--- config.mk ---
export PLATFORM = sky130hd
export DESIGN_NAME = tdm_adv_ser
export DESIGN_NICKNAME = d
export VERILOG_FILES = /design/src/rtl/tdm_adv_pkg.sv /design/src/rtl/tdm_frame_timer.sv /design/src/rtl/tdm_adv_calc.sv /design/src/rtl/tdm_shift_out.sv /design/src/rtl/tdm_adv_ser.sv
export SDC_FILE = /design/constraint.sdc
export NUM_CORES = 1
export LEC_CHECK = 0
export CAP_MARGIN = 20
export CORE_ASPECT_RATIO = 2
export CORE_UTILIZATION = 45
export CTS_BUF_LIST = sky130_fd_sc_hd__clkbuf_2 sky130_fd_sc_hd__clkbuf_4 sky130_fd_sc_hd__clkbuf_8
export DETAILED_ROUTE_END_ITERATION = 16
export GPL_TIMING_DRIVEN = 0
export HOLD_SLACK_MARGIN = 0.03
export PLACE_DENSITY_LB_ADDON = 0.08
export SYNTH_ARGS = -nofsm -noshare
export SYNTH_HDL_FRONTEND = slang
export SYNTH_SLANG_ARGS = --single-unit
--- constraint.sdc ---
create_clock -name clk_i -period 5.1 [get_ports clk_i]
set_input_delay 1.53 -clock clk_i [delete_from_list [all_inputs] [get_ports clk_i]]
set_output_delay 1.53 -clock clk_i [all_outputs]
set_load 0.05 [all_outputs]
--- src/rtl/tdm_adv_pkg.sv ---
package tdm_adv_pkg;
  localparam int RATE_W   = 2;
  localparam int WHOLE_W  = 3;
  localparam int FRAC_W   = 2;
  localparam int NUM_RATES = 1 << RATE_W;

  typedef struct packed {
    logic [RATE_W-1:0]  rate;
    logic [WHOLE_W-1:0] whole;
    logic [FRAC_W-1:0]  frac;
  } adv_cfg_t;
endpackage

--- src/rtl/tdm_frame_timer.sv ---
module tdm_frame_timer
  import tdm_adv_pkg::*;
#(
  parameter int FRAME_LOG2 = 13
) (
  input  logic                  clk_i,
  input  logic                  rst_ni,
  input  logic                  frame_i,
  input  adv_cfg_t              cfg_i,
  output logic [FRAME_LOG2-1:0] tick_q_o,
  output logic [FRAME_LOG2-1:0] tick_nxt_o,
  output logic                  load_o,
  output adv_cfg_t              cfg_q_o,
  output adv_cfg_t              cfg_nxt_o
);
  logic [FRAME_LOG2-1:0] tick_q;
  adv_cfg_t              cfg_q;

  assign tick_nxt_o = frame_i ? '0 : tick_q + FRAME_LOG2'(1);
  assign load_o     = (tick_nxt_o == '0);
  // settings only move at a frame boundary
  assign cfg_nxt_o  = load_o ? cfg_i : cfg_q;

  always_ff @(posedge clk_i or negedge rst_ni) begin
    if (!rst_ni) begin
      tick_q <= '1;
      cfg_q  <= '0;
    end else begin
      tick_q <= tick_nxt_o;
      cfg_q  <= cfg_nxt_o;
    end
  end

  assign tick_q_o = tick_q;
  assign cfg_q_o  = cfg_q;
endmodule

--- src/rtl/tdm_adv_calc.sv ---
module tdm_adv_calc
  import tdm_adv_pkg::*;
#(
  parameter int FRAME_LOG2   = 13,
  parameter int MIN_TPB_LOG2 = 2,
  parameter int CHAN_W       = FRAME_LOG2 - MIN_TPB_LOG2 - 3
) (
  input  logic [FRAME_LOG2-1:0] tick_i,
  input  adv_cfg_t              cfg_i,
  output logic [FRAME_LOG2-1:0] adv_o,
  output logic                  bit_start_o,
  output logic                  chan_start_o,
  output logic [CHAN_W-1:0]     next_chan_o
);
  logic [FRAME_LOG2-1:0] adv_r   [NUM_RATES];
  logic [FRAME_LOG2-1:0] pos_r   [NUM_RATES];
  logic                  bit0_r  [NUM_RATES];
  logic                  byte0_r [NUM_RATES];
  logic [CHAN_W-1:0]     chan_r  [NUM_RATES];
  logic [CHAN_W-1:0]     next_r  [NUM_RATES];

  for (genvar r = 0; r < NUM_RATES; r++) begin : g_rate
    localparam int TL = MIN_TPB_LOG2 + NUM_RATES - 1 - r;
    localparam int BL = TL + 3;
    localparam logic [CHAN_W-1:0] NMASK = CHAN_W'((1 << (FRAME_LOG2 - BL)) - 1);
    logic [FRAC_W-1:0] frac_eff;

    // fastest rate only has half-bit steps
    assign frac_eff    = (r == NUM_RATES - 1) ? {cfg_i.frac[1], 1'b0} : cfg_i.frac;
    assign adv_r[r]    = (FRAME_LOG2'(cfg_i.whole) << TL)
                       + ((FRAME_LOG2'(frac_eff) << TL) >> 2);
    assign pos_r[r]    = tick_i + adv_r[r];
    assign bit0_r[r]   = (pos_r[r][TL-1:0] == '0);
    assign byte0_r[r]  = (pos_r[r][BL-1:0] == '0);
    assign chan_r[r]   = CHAN_W'(pos_r[r] >> BL);
    assign next_r[r]   = (chan_r[r] + CHAN_W'(1)) & NMASK;
  end

  assign adv_o        = adv_r[cfg_i.rate];
  assign bit_start_o  = bit0_r[cfg_i.rate];
  assign chan_start_o = byte0_r[cfg_i.rate];
  assign next_chan_o  = next_r[cfg_i.rate];
endmodule

--- src/rtl/tdm_shift_out.sv ---
module tdm_shift_out #(
  parameter int CHAN_W = 8
) (
  input  logic              clk_i,
  input  logic              rst_ni,
  input  logic              bit_start_i,
  input  logic              chan_start_i,
  input  logic              load_i,
  input  logic [CHAN_W-1:0] next_chan_i,
  input  logic [7:0]        byte_i,
  output logic              ser_o,
  output logic              req_o,
  output logic [CHAN_W-1:0] req_chan_o
);
  logic [7:0] sreg_q;

  always_ff @(posedge clk_i or negedge rst_ni) begin
    if (!rst_ni) begin
      sreg_q <= '0;
      ser_o  <= 1'b1;
    end else if (chan_start_i) begin
      ser_o  <= byte_i[7];
      sreg_q <= {byte_i[6:0], 1'b0};
    end else if (bit_start_i) begin
      ser_o  <= sreg_q[7];
      sreg_q <= {sreg_q[6:0], 1'b0};
    end
  end

  // extra request at tick 0 refills after a timing jump
  always_ff @(posedge clk_i or negedge rst_ni) begin
    if (!rst_ni) begin
      req_o      <= 1'b0;
      req_chan_o <= '0;
    end else begin
      req_o <= chan_start_i | load_i;
      if (chan_start_i | load_i) req_chan_o <= next_chan_i;
    end
  end
endmodule

--- src/rtl/tdm_adv_ser.sv ---
module tdm_adv_ser
  import tdm_adv_pkg::*;
#(
  parameter int FRAME_LOG2   = 13,
  parameter int MIN_TPB_LOG2 = 2,
  parameter int CHAN_W       = FRAME_LOG2 - MIN_TPB_LOG2 - 3
) (
  input  logic              clk_i,
  input  logic              rst_ni,
  input  logic              frame_i,
  input  logic [1:0]        rate_i,
  input  logic [2:0]        adv_bits_i,
  input  logic [1:0]        adv_frac_i,
  input  logic [7:0]        byte_i,
  output logic              ser_o,
  output logic              req_o,
  output logic [CHAN_W-1:0] req_chan_o
);
  adv_cfg_t              cfg_in;
  adv_cfg_t              cfg_q;
  adv_cfg_t              cfg_nxt;
  logic [FRAME_LOG2-1:0] tick_q;
  logic [FRAME_LOG2-1:0] tick_nxt;
  logic [FRAME_LOG2-1:0] adv_ticks;
  logic                  load;
  logic                  bit_start;
  logic                  chan_start;
  logic [CHAN_W-1:0]     next_chan;

  assign cfg_in = '{rate: rate_i, whole: adv_bits_i, frac: adv_frac_i};

  tdm_frame_timer #(.FRAME_LOG2(FRAME_LOG2)) u_timer (
    .clk_i      (clk_i),
    .rst_ni     (rst_ni),
    .frame_i    (frame_i),
    .cfg_i      (cfg_in),
    .tick_q_o   (tick_q),
    .tick_nxt_o (tick_nxt),
    .load_o     (load),
    .cfg_q_o    (cfg_q),
    .cfg_nxt_o  (cfg_nxt)
  );

  // evaluated for the tick being entered so outputs are registered
  tdm_adv_calc #(
    .FRAME_LOG2  (FRAME_LOG2),
    .MIN_TPB_LOG2(MIN_TPB_LOG2),
    .CHAN_W      (CHAN_W)
  ) u_calc (
    .tick_i      (tick_nxt),
    .cfg_i       (cfg_nxt),
    .adv_o       (adv_ticks),
    .bit_start_o (bit_start),
    .chan_start_o(chan_start),
    .next_chan_o (next_chan)
  );

  tdm_shift_out #(.CHAN_W(CHAN_W)) u_shift (
    .clk_i       (clk_i),
    .rst_ni      (rst_ni),
    .bit_start_i (bit_start),
    .chan_start_i(chan_start),
    .load_i      (load),
    .next_chan_i (next_chan),
    .byte_i      (byte_i),
    .ser_o       (ser_o),
    .req_o       (req_o),
    .req_chan_o  (req_chan_o)
  );
endmodule

* Word-level counts from Yosys, hierarchy flattened *
Index checks and enable logic that the tools add are counted.
Widths: inputs -> output; s select.

word-level totals
  word-level logic and storage cells = 49
  register bits after elaboration = 38

cells by class
  $add $sub $neg = 13
  bitwise gates (word level) = 2
  reductions and logical operators = 10
  multiplexer cells = 15
  magnitude comparators = 1

operators by type and width
  kind                   count
  $add 13x13->13         4
  $mux 8                 4
  $bmux 8 s2             1
  $add 13x1->13 const B  1
  $logic_not 13->1       1
  $mux 13                1
  $logic_not 5->1        2
  $add 8x5->9            1
  $add 7x4->8            1
  $add 8x1->8 const B    1
  $logic_not 8->1        1
  $add 6x3->7            1
  $add 7x1->7 const B    1
  $logic_not 7->1        1
  $mux 7                 1
  $add 5x2->6            1
  $add 6x1->6 const B    1
  $logic_not 6->1        1
  $mux 1                 6
  $add 5x1->5 const B    1
  $bmux 1 s2             2
  $logic_not 4->1        1
  $ge 3x3->1 const B     1
  $logic_not 3->1        1
  4 further kinds        4

* Longest topological paths before layout *
  word-level depth = 12
  gate-level depth with buffers = 26
  depth with buffers taken out = 23

* Cells and area by module *
A second synthesis with hierarchy kept.

unflattened totals
  cell total of the unflattened synthesis = 464
  area total of the unflattened synthesis = 3962.6 um^2

by module, submodules not included
  module           area an instance (um^2)  seq. area each (um^2)  times used  cells each
  tdm_adv_calc     2237.1                   0.0                    1           317
  tdm_frame_timer  1014.7                   516.7                  1           93
  tdm_shift_out    710.7                    426.7                  1           54

* Least setup slack after synthesis *
Ideal clock, no wire load.

  path kind = input-to-reg
  from = input port frame_i
  to = register u_shift.req_chan_o[2]
  buffers on the path = 2
  required time = 4.975 ns
  stages on the path = 22
  data arrival time = 5.212 ns
  slack = -0.237 ns
  setup time = 0.125 ns
  path through = clkbuf_1 > a31oi_1 > a21o_1 > nor2_1 > clkbuf_1 > nand2_1 > nand2_1 > ha_1 > inv_1 > fa_1 > nor2b_1 > o21ai_0 > a21boi_0 > o22ai_1 > a21boi_0 > ha_1 > xnor2_1 > xnor2_1 > a21oi_1 > a211oi_1 > a31o_2 > a21oi_1

RTL lines
  element               RTL line             source
  start, declared       tdm_adv_ser.sv:10    input logic frame_i,
  end signal, assigned  tdm_shift_out.sv:37  if (chan_start_i | load_i) req_chan_o <= next_chan_i;
  end, declared         tdm_shift_out.sv:13  output logic [CHAN_W-1:0] req_chan_o

==> results.toml <==
[cts]
numCtsBuffers = 5
cts_sinks = 37
cts_hold_buf = 0
clock_latency_ns = 0.31
cts_tree = "built"
htreeDepth = 2
root_buffer = "clkbuf_8"
cts_buffer_depth = 2
clk_pin_slew_ns = 0.08

[synth]
synth_edf_count = 0
netlist_top_cells_area = "dfrtp_1, dfstp_2, ha_1"
ys_types = 75
syn_nets = 526
syn_area_um2 = 3990
syn_inst = 480
seq_area_frac_synth = 0.236
syn_area_per_cell_um2 = 8.31
synthFlopType = "dfrtp_1"
synth.top_cell.area_share = 0.144
ys_seq_elements = 37
ys_warn_count = 0
synth_top_cell_by_area = "dfrtp_1"
async_reset_ff_frac = 1.00

[worst_setup_path]
crit_type = "flip-flop to flip-flop"
worstPathArrival_ns = 5.17
end_kind = "flip-flop"
cp.required_ns = 5.33
path_max_fanout = 8
cp-start-kind = "flip-flop"

[routing]
drc = 0
vias_per_cell = 6.15
finalWirelength_mm = 12.5
antenna_left = 0
dr_total_vias = 3887
first_pass_iters = 4
wire_per_inst_um = 19.7
drt_iter0_drc = 152

[die]
core_um2 = 8590
die_y_um = 135
io-pin-count = 28
dieWidth_um = 68.6
dieArea_um2 = 9270
start_util = 0.465
rows = 48

[finish]
n_antenna_cell = 0
syn_to_final_growth_pct = 21.2
nets = 577
postLayoutCoreUtil = 0.563
final_area_um2 = 4830
final_layout_size_suffix_gt1_frac = 0.227

[sta]
worstMarginPinSlew_ns = 0.850
setup_viol = 0
fin_ws_ns = 0.158
period_share = 0.969
fin_crit_ns = 4.94
hold_viol = 0
clock_skew_ns = 0.0123
relSlewSlack = 0.417
fmax_mhz = 202
drv_slew = 0
fin_setup_tns_ns = 0

[power_and_ir_drop]
p_per_area_nw_per_um2 = 204
ir_drop_v = 0.000139
total_power_mw = 0.984
leakage_nw = 1.99

[outcome]
status = "complete, no violations"

[place]
io_buffers = 27
preCtsSetupSlack_ns = -1.80
dpl.hpwl_mm = 9.80
dpl_cell_area_um2 = 4380
place.gp.congestion = 0.947

[global_route]
antenna_found_initial = 0
grt_pass1_wl_mm = 19.3
gr-total-overflow = 0
grt_max_degree = 38
grt_pass1_vias = 3845
track_usage = 0.286

[min_path]
hp-class = "flip-flop to flip-flop"

[job]
maxCapViolCount = 0
## flip-flops by register name, indices dropped and copies added (netlist names)
signal	flops
u_shift.ser_o	1
u_timer.tick_q_o	13
u_shift.sreg_q	7
u_timer.cfg_q_o	7
u_shift.req_o	1
u_shift.req_chan_o	8
## metrics by stage
| step | hold WS, ns | instances |
|---|---|---|
| 4_1_cts | 0.526 | 627 |
| 3_3_place_gp | 0.487 | 607 |
| 2_1_floorplan | 0.474 | 480 |
| 5_1_grt | 0.542 | 632 |
| 3_5_place_dp | 0.505 | 607 |
| 6_report | 0.524 | 632 |
## power by group
part | switching, mW | total [mW] | internal [mW] | leakage, nW
registers | 0.0297 | 0.378 | 0.349 | 0.427
clock network | 0.118 | 0.213 | 0.0945 | 0.0439
logic | 0.228 | 0.393 | 0.165 | 1.52
total | 0.376 | 0.984 | 0.609 | 1.99
## critical path, cell delays in order (launching register included)
cell and delay (ns):
dfstp_2 0.52, buf_4 0.15, nand4_2 0.18, or4_1 0.51
a21o_1 0.20, buf_6 0.14, and3_2 0.24, nand2_4 0.13
nand2_1 0.08, nand2_2 0.13, ha_4 0.15, inv_1 0.05
fa_2 0.43, nor2b_2 0.16, o21ai_2 0.08, a21boi_2 0.22
o22ai_2 0.12, a21boi_2 0.22, ha_2 0.22, xnor2_1 0.18
xnor2_1 0.12, a21oi_1 0.18, a211oi_2 0.07, a31o_2 0.23
a21oi_1 0.14
## worst paths after layout
path	start	endpoint	slack [ns]	cells after the start
setup / recovery	u_timer.tick_q_o[6]$_DFF_PN1_	u_shift.req_chan_o[2]$_DFFE_PN0P_	0.16	24
hold / removal	u_shift.req_chan_o[1]$_DFFE_PN0P_	u_shift.req_chan_o[1]$_DFFE_PN0P_	0.52	1
setup reg to reg	u_timer.tick_q_o[6]$_DFF_PN1_	u_shift.req_chan_o[2]$_DFFE_PN0P_	0.16	24
hold reg to reg	u_shift.req_chan_o[1]$_DFFE_PN0P_	u_shift.req_chan_o[1]$_DFFE_PN0P_	0.52	1
max in group asynchronous	rst_ni	u_shift.req_o$_DFF_PN0_	3.20	1
min in group asynchronous	rst_ni	u_shift.sreg_q[3]$_DFFE_PN0P_	1.33	1
## layout by cell type (no fill, tap or decap), types with 10 or more instances in the layout
master	instances
a21oi_1	20
and3_1	10
buf_4	21
clkdlybuf4s50_1	25
dfrtp_1	23
dfstp_2	14
ha_1	19
inv_1	24
nand2_1	30
nand3_1	15
nor2_1	25
nor3_1	18
o21a_1	12
o21ai_0	17
xnor2_1	29
xor2_1	13
## cells by family after synthesis
logic type | count (synthesis) | share of synthesized area
xor gates and xnor gates | 44 | 0.0966
adders and majority gates | 28 | 0.0953
and+or+nand+nor | 174 | 0.241
DFF | 37 | 0.236
muxes | 8 | 0.0254
AOI/OAI and AO/OA | 139 | 0.247
buffers and inverters | 50 | 0.0574
## per-layer routing
metal,up-vias,track usage,share of wire
li1,1873,-,-
met1,1866,0.270,0.35
met2,95,0.533,0.56
met3,53,0.0278,0.024
met4,0,0.204,0.069
met5,-,0,0
## cells in the mapped netlist (all sizes together) (5+ instances only)
| master | count |
|---|---|
| a21oi | 24 |
| xnor2 | 30 |
| nand2 | 36 |
| clkbuf | 12 |
| nor2 | 27 |
| nor2b | 9 |
| nor3 | 19 |
| dfrtp | 23 |
| a221o | 6 |
| mux2i | 6 |
| a31o | 7 |
| or2 | 9 |
| nand3 | 18 |
| or3 | 6 |
| inv | 28 |
| o211ai | 7 |
| o21a | 12 |
| buf | 9 |
| a21o | 9 |
| nor3b | 7 |
| nand4 | 8 |
| a31oi | 11 |
| and3 | 11 |
| and2 | 5 |
| o21ai | 21 |
| xor2 | 14 |
| dfstp | 14 |
| ha | 24 |
## final cells by class
type	count	area (µm²)
clock inverters	3	17.5
multi-input cells	393	3030
well taps	100	125
fillers	828	3750
plain buffers	19	130
repair buffers	46	409
flip-flops and latches	37	943
clock buffers	5	68.8
inverters	29	114
## timing repair
action,in CTS,in global routing
setup buffers,12,7
pin swaps,6,13
hold endpoints to repair,0,0
resized for setup,37,28
endpoints found under the setup margin,17,16
Power figures use the tool's default switching activity.
